===== config.mk =====
export PLATFORM = sky130hd
export DESIGN_NAME = pkt_traffic_gen
export DESIGN_NICKNAME = d
export VERILOG_FILES = /design/src/rtl/pkt_gen_pkg.sv /design/src/rtl/pkt_lfsr.sv /design/src/rtl/pkt_crc32.sv /design/src/rtl/pkt_seq.sv /design/src/rtl/pkt_traffic_gen.sv
export SDC_FILE = /design/constraint.sdc
export NUM_CORES = 1
export LEC_CHECK = 0
export BUFFER_PORTS_ARGS = -buffer_cell sky130_fd_sc_hd__buf_2
export CORE_ASPECT_RATIO = 0.75
export CORE_MARGIN = 2
export CORE_UTILIZATION = 55
export DETAILED_ROUTE_END_ITERATION = 16
export GPL_ROUTABILITY_DRIVEN = 0
export PLACE_DENSITY = 0.83
export SETUP_SLACK_MARGIN = 0.05
export SKIP_CTS_REPAIR_TIMING = 1
export SYNTH_ARGS = -nofsm -noshare
export SYNTH_HDL_FRONTEND = slang
export SYNTH_HIERARCHICAL = 1
export SYNTH_SLANG_ARGS = --single-unit

===== constraint.sdc =====
create_clock -name clk -period 5.95 [get_ports clk]
set_input_delay 0.8925 -clock clk [delete_from_list [all_inputs] [get_ports clk]]
set_output_delay 0.8925 -clock clk [all_outputs]
set_load 0.01 [all_outputs]

===== src/rtl/pkt_gen_pkg.sv =====
package pkt_gen_pkg;
  localparam int          DATA_W    = 32;
  localparam int          LEN_OFS   = 3;
  localparam int          GAP_OFS   = 2;
  localparam int          GAP_LSB   = 16;
  localparam logic [31:0] LFSR_TAPS = 32'h0040_0007;
  localparam logic [31:0] PAY_SEED  = 32'hC0DE_0001;
  localparam logic [31:0] RNG_SEED  = 32'h1357_9BDF;
  localparam logic [31:0] CRC_POLY  = 32'hEDB8_8320;

  localparam logic        DEF_RAND_LEN = 1'b1;
  localparam logic [10:0] DEF_LEN      = 11'h1FF;
  localparam logic        DEF_RAND_GAP = 1'b1;
  localparam logic [6:0]  DEF_GAP      = 7'h1F;
  localparam logic        DEF_START    = 1'b1;
  localparam logic        DEF_TEST_EN  = 1'b0;

  typedef enum logic [1:0] {ST_IDLE, ST_PAY, ST_CRC, ST_GAP} seq_state_t;

  function automatic logic [31:0] crc32_word(input logic [31:0] c, input logic [31:0] d);
    logic [31:0] r;
    r = c ^ d;
    for (int b = 0; b < 32; b++) begin
      r = r[0] ? ((r >> 1) ^ CRC_POLY) : (r >> 1);
    end
    return r;
  endfunction
endpackage


===== src/rtl/pkt_lfsr.sv =====
module pkt_lfsr #(
  parameter int          W    = 32,
  parameter logic [W-1:0] TAPS = 32'h0040_0007,
  parameter logic [W-1:0] SEED = 32'h0000_0001
) (
  input  logic         clk,
  input  logic         rst,
  input  logic         reload,
  input  logic         adv,
  output logic [W-1:0] q
);
  always_ff @(posedge clk) begin
    if (rst || reload) begin
      q <= SEED;
    end else if (adv) begin
      q <= {q[W-2:0], 1'b0} ^ (q[W-1] ? TAPS : '0);
    end
  end

  assert_lfsr_live_R7: assert property (@(posedge clk) disable iff (rst) q != '0)
    else $error("LFSR reached the all-zero lock-up state");
endmodule


===== src/rtl/pkt_crc32.sv =====
module pkt_crc32
  import pkt_gen_pkg::*;
(
  input  logic              clk,
  input  logic              rst,
  input  logic              clr,
  input  logic              adv,
  input  logic [DATA_W-1:0] din,
  output logic [31:0]       crc_q
);
  always_ff @(posedge clk) begin
    if (rst || clr) begin
      crc_q <= '1;
    end else if (adv) begin
      crc_q <= crc32_word(crc_q, din);
    end
  end
endmodule


===== src/rtl/pkt_seq.sv =====
module pkt_seq
  import pkt_gen_pkg::*;
#(
  parameter int LEN_W = 11,
  parameter int GAP_W = 7
) (
  input  logic              clk,
  input  logic              rst,
  input  logic              test_en,
  input  logic              start,
  input  logic              err_any,
  input  logic              rand_len_en,
  input  logic [LEN_W-1:0]  len_field,
  input  logic              rand_gap_en,
  input  logic [GAP_W-1:0]  gap_field,
  input  logic              inv_all,
  input  logic              flip_lsb,
  input  logic [DATA_W-1:0] pay_word,
  input  logic [31:0]       rng_word,
  input  logic [31:0]       crc_word,
  output logic              pay_adv,
  output logic              rng_adv,
  output logic              crc_clr,
  output logic              crc_adv,
  output logic              o_valid,
  output logic              o_sop,
  output logic              o_eop,
  output logic [DATA_W-1:0] o_data
);
  localparam int CNT_W = LEN_W + 1;
  localparam int GCN_W = GAP_W + 1;

  seq_state_t       st;
  logic             halted;
  logic [CNT_W-1:0] rem_cnt;
  logic [GCN_W-1:0] gap_cnt;
  logic [GCN_W-1:0] gap_hold;

  logic             run;
  logic             start_pkt;
  logic             emit_pay;
  logic             emit_crc;
  logic [LEN_W-1:0] len_base;
  logic [GAP_W-1:0] gap_base;
  logic [CNT_W-1:0] len_pick;
  logic [GCN_W-1:0] gap_pick;
  logic [31:0]      crc_out;
  logic             unused_rng;

  assign unused_rng = ^rng_word;

  assign run       = test_en && start && !halted && !err_any;
  assign start_pkt = run && ((st == ST_IDLE) || (st == ST_GAP && gap_cnt == '0));
  assign emit_pay  = run && (st == ST_PAY);
  assign emit_crc  = run && (st == ST_CRC);

  assign pay_adv = start_pkt || emit_pay;
  assign crc_adv = pay_adv;
  assign rng_adv = start_pkt;
  assign crc_clr = emit_crc || !run;

  assign len_base = rand_len_en ? (rng_word[LEN_W-1:0] & len_field) : len_field;
  assign gap_base = rand_gap_en ? (rng_word[GAP_LSB +: GAP_W] & gap_field) : gap_field;
  assign len_pick = {1'b0, len_base} + CNT_W'(LEN_OFS);
  assign gap_pick = {1'b0, gap_base} + GCN_W'(GAP_OFS);

  assign crc_out = ~crc_word ^ {32{inv_all}} ^ {31'd0, flip_lsb};

  always_ff @(posedge clk) begin
    if (rst) begin
      st       <= ST_IDLE;
      halted   <= 1'b0;
      rem_cnt  <= '0;
      gap_cnt  <= '0;
      gap_hold <= '0;
      o_valid  <= 1'b0;
      o_sop    <= 1'b0;
      o_eop    <= 1'b0;
      o_data   <= '0;
    end else begin
      halted  <= (halted || err_any) && test_en && start;
      o_valid <= 1'b0;
      o_sop   <= 1'b0;
      o_eop   <= 1'b0;
      o_data  <= '0;
      if (!run) begin
        st <= ST_IDLE;
      end else if (start_pkt) begin
        o_valid  <= 1'b1;
        o_sop    <= 1'b1;
        o_data   <= pay_word;
        rem_cnt  <= len_pick - CNT_W'(1);
        gap_hold <= gap_pick;
        st       <= ST_PAY;
      end else begin
        case (st)
          ST_PAY: begin
            o_valid <= 1'b1;
            o_data  <= pay_word;
            rem_cnt <= rem_cnt - CNT_W'(1);
            if (rem_cnt == CNT_W'(1)) st <= ST_CRC;
          end
          ST_CRC: begin
            o_valid <= 1'b1;
            o_eop   <= 1'b1;
            o_data  <= crc_out;
            gap_cnt <= gap_hold;
            st      <= ST_GAP;
          end
          ST_GAP: begin
            gap_cnt <= gap_cnt - GCN_W'(1);
          end
          default: st <= ST_IDLE;
        endcase
      end
    end
  end

  assert_off_idle_R2: assert property (@(posedge clk) disable iff (rst)
    !(test_en && start) |=> !o_valid)
    else $error("word emitted after test mode or start dropped");

  assert_err_stop_R3: assert property (@(posedge clk) disable iff (rst)
    err_any |=> !o_valid)
    else $error("word emitted after an error input");

  assert_sop_frame_R4: assert property (@(posedge clk) disable iff (rst)
    o_sop |-> (o_valid && !o_eop))
    else $error("first-word marker without valid or with last-word marker");

  assert_len_bound_R5: assert property (@(posedge clk) disable iff (rst)
    start_pkt |-> (len_pick >= CNT_W'(LEN_OFS)) && (len_pick <= ({1'b0, len_field} + CNT_W'(LEN_OFS))))
    else $error("picked length outside its field bound");

  assert_gap_after_eop_R6: assert property (@(posedge clk) disable iff (rst)
    o_eop |=> !o_valid)
    else $error("no idle cycle after the CRC word");
endmodule


===== src/rtl/pkt_traffic_gen.sv =====
module pkt_traffic_gen
  import pkt_gen_pkg::*;
#(
  parameter int LEN_W = 11,
  parameter int GAP_W = 7
) (
  input  logic              clk,
  input  logic              rst,
  input  logic              test_en,
  input  logic              tx_start,
  input  logic              rand_len_en,
  input  logic [LEN_W-1:0]  len_field,
  input  logic              rand_gap_en,
  input  logic [GAP_W-1:0]  gap_field,
  input  logic              crc_invert_all,
  input  logic              crc_flip_lsb,
  input  logic              rx_mismatch,
  input  logic              link_pkt_err,
  input  logic              data_pkt_err,
  output logic              tx_valid,
  output logic              tx_sop,
  output logic              tx_eop,
  output logic [DATA_W-1:0] tx_data
);
  logic [DATA_W-1:0] pay_word;
  logic [31:0]       rng_word;
  logic [31:0]       crc_word;
  logic              pay_adv, rng_adv, crc_clr, crc_adv;
  logic              err_any;

  assign err_any = rx_mismatch || link_pkt_err || data_pkt_err;

  pkt_lfsr #(.W(DATA_W), .TAPS(LFSR_TAPS), .SEED(PAY_SEED)) u_pay_lfsr (
    .clk(clk), .rst(rst), .reload(!test_en), .adv(pay_adv), .q(pay_word)
  );

  pkt_lfsr #(.W(32), .TAPS(LFSR_TAPS), .SEED(RNG_SEED)) u_rng_lfsr (
    .clk(clk), .rst(rst), .reload(!test_en), .adv(rng_adv), .q(rng_word)
  );

  pkt_crc32 u_crc (
    .clk(clk), .rst(rst), .clr(crc_clr), .adv(crc_adv), .din(pay_word), .crc_q(crc_word)
  );

  pkt_seq #(.LEN_W(LEN_W), .GAP_W(GAP_W)) u_seq (
    .clk(clk), .rst(rst), .test_en(test_en), .start(tx_start), .err_any(err_any),
    .rand_len_en(rand_len_en), .len_field(len_field),
    .rand_gap_en(rand_gap_en), .gap_field(gap_field),
    .inv_all(crc_invert_all), .flip_lsb(crc_flip_lsb),
    .pay_word(pay_word), .rng_word(rng_word), .crc_word(crc_word),
    .pay_adv(pay_adv), .rng_adv(rng_adv), .crc_clr(crc_clr), .crc_adv(crc_adv),
    .o_valid(tx_valid), .o_sop(tx_sop), .o_eop(tx_eop), .o_data(tx_data)
  );
endmodule


==> results.tsv <==
metric	value	unit
outcome	finished, final reports clean	
startpoint types	flip-flop	
initial antenna violation count	0	
TritonCTS buffer count	17	
CP Class	flip-flop to flip-flop	
Synth Area in Simple Gates	0.113	
CP most frequent cell	xnor3_2	
crit-path max cell delay	610	ps
std cell rows	43	
Compound-Gate Fraction of Synth Area	0.0914	
Post-Synthesis Cells	1020	
# nets final	1100	
GRT Util Overall	0.269	
Vias/cell	5.70	
Root Buffer	clkbuf_16	
fin cells	1319	
setup slack after layout	1870	ps
final global-route overflow total	0	
DRC viols	0	
max cap viols	0	
Crit path max-delay family	XOR/XNOR gates	
worst slew pin tran	1160	ps
worst vdd ir	0.000146	V
clk_lat worst skew	440	ps
mux contribution to synthesized area	0.0611	
vias in the first global route	7267	
#FFs+latches synth	162	
most numerous cell in the Yosys netlist	xnor2_1	
core area	18500	sq um
synth cell count leaders	xnor2_1 (164), dfxtp_1 (162), nand2_1 (91)	
Slowest-stage cell, CP	xnor3_2	
worst hold-check path type	flip-flop to flip-flop	
fillers	1469	
f_max	0.245	GHz
Max Fanout on Critical Path	7	
Routed WL per cell	19.4	microns
reg-to-reg startpoint	u_crc/crc_q[5]	
part of the Yosys area used for sequential elements	0.314	
Primary FF master, synth	dfxtp_1	
Post-synth EDFFs	0	
synthesized area	10300	sq um
Synthesis Warnings	6	
Clock Skews	9.61	ps
Worst Path Arrival	4410	ps
Sink Count	162	
final worst path period need	4080	ps
iteration-0 DRC count of the detailed router	768	
via count	7524	
I/O Buffers	63	
Design Power	2.49	mW
setup_tns	0	ps
largest net degree at the start of global routing	67	
pre-CTS setup slack	1950	ps
Worst R2R End	u_crc/crc_q[7]	
Final ANT Viol Nets	0	
Worst Hold Launch	u_seq/gap_hold[7]	
RSZ-0062 raised after global routing	false	
CTS H-Tree Depth	4	
chip width	162	microns
main combinational cell family by area after synthesis	XOR/XNOR gates	
PD cells	220	nW/um^2
Core Util, Final	0.612	
number of distinct library cells after synthesis	68	
IO Count	64	
synthesis-to-layout area growth	9.50	%
Leak	4.32	nW
DP HPWL	17900	microns
Hold EP	u_seq/gap_hold[7]	
CTS max path bufs	2	
Slew headroom	0.228	
WHS Path Cells	2	
Buffers & Inverters on Critical Path	0	
full die area	19900	sq um
Reg2Reg Depth	9	
Final Max Tran Viols	0	
Adder-Cell Fraction of Synth Area	0.0133	
Worst-path clk slew	60	ps
Antenna Cells	0	
Die Ht	123	microns
Tcrit/Tclk final	0.686	
Synth area leaders	dfxtp_1 (31%), xnor2_1 (14%), xnor3_1 (7.6%)	
layout cells sized above 1	0.140	
share of the synthesized area in the top cell type	0.314	
# setup viols final	0	
CTS tree	done	
final hold violations	0	
final wirelength	25600	microns
Required @ worst endpoint	6280	ps
dpl cells	1288	
CP Cell Sequence	xor2_2, xnor3_2, xor2_1, xor3_2, xnor3_2, xor2_4, xnor2_2, xnor3_1, a211o_1	
syn_area_per_cell	10.1	sq um
R2R Setup Slk	1870	ps
ys async rst share	0	
Synthesized Nets	1060	
wire length of the first global-routing pass	40500	microns
kind of end point of the critical path	flip-flop	
DRT Pass-1 Iters	5	
area leader, netlist	dfxtp_1	
initial core utilization	0.559	
Post-Synth XOR/XNOR Area	0.374	
==> worst reg2reg max path, delay by kind of cell, from the launching register on <==
family                    cells  cell delay [ps]
AOI/OAI and AO/OA             1              300
xor gates and xnor gates      8             3210
DFF                           1              460
==> sequential cells by signal, indices dropped and copies added, names as in the netlist <==
register	cells
u_crc/crc_q	32
u_seq/o_data	32
u_rng_lfsr/q	32
u_seq/o_eop	1
u_seq/gap_cnt	8
u_seq/gap_hold	8
u_pay_lfsr/q	32
u_seq/st	2
u_seq/rem_cnt	12
u_seq/halted	1
u_seq/o_valid	1
u_seq/o_sop	1
==> placed cells by master (no fill, tap or decap), types with 12 or more instances in the layout <==
master and count:
o211ai_1 14, clkbuf_16 17, a211oi_1 16, o21ai_0 61
xnor2_1 164, dfxtp_1 162, mux2i_1 63, buf_2 63
xnor3_1 35, nand2_1 91, xor2_1 80, a21oi_1 20
xnor2_2 12, inv_1 16, nor3_1 13, nor2_1 81
==> final cells by class <==
type                            count  area, sq um  area share
Multi-Input combinational cell    792         6740       0.596
Sequential cell                   162         3240       0.287
Clock buffer                       20          447      0.0396
Timing Repair Buffer               69          360      0.0319
Tap cell                          247          309      0.0274
Clock inverter                     11          131      0.0116
Inverter                           18         67.6     0.00598
==> power by group <==
group          internal (mW)  switching, mW  leakage [nW]
clock network          0.628          0.456         0.261
logic                  0.142          0.170          2.75
registers               1.09        0.00391          1.31
==> per-layer routing <==
layer  routed length, microns  global-route usage  part of all wire
met4                      474              0.0841             0.018
met2                    10800               0.389              0.42
met3                     2620              0.0875              0.10
met5                        0                   0                 0
met1                    11700               0.380              0.46
==> cell families (layout without fill, tap and decap cells) <==
family | count (synthesis) | in the layout
xor+xnor | 320 | 320
simple gates | 251 | 251
flops | 162 | 162
compound gates | 147 | 147
buf+inv | 66 | 118
mux | 63 | 63
fa+ha+maj | 11 | 11
==> per-stage QoR <==
stage	hold slack [ps]	cell area (sq um)
2_1_floorplan	427	10300
3_3_place_gp	445	10700
3_5_place_dp	449	10700
4_1_cts	456	11300
5_1_grt	480	11300
6_report	453	11300
==> worst max-delay path by stage <==
| stage | slack (ps) | cells after the start | startpoint | endpoint |
|---|---|---|---|---|
| floorplan | 2270 | 9 | u_crc/crc_q[5] | u_crc/crc_q[7] |
| global placement | 2060 | 9 | u_pay_lfsr/q[5] | u_crc/crc_q[7] |
| detailed placement | 1950 | 9 | u_crc/crc_q[5] | u_crc/crc_q[7] |
| CTS | 1910 | 9 | u_crc/crc_q[5] | u_crc/crc_q[7] |
| global route | 1780 | 9 | u_pay_lfsr/q[1] | u_crc/crc_q[7] |
| finish | 1870 | 9 | u_crc/crc_q[5] | u_crc/crc_q[7] |
No activity file was read; power rests on OpenSTA's default activity.
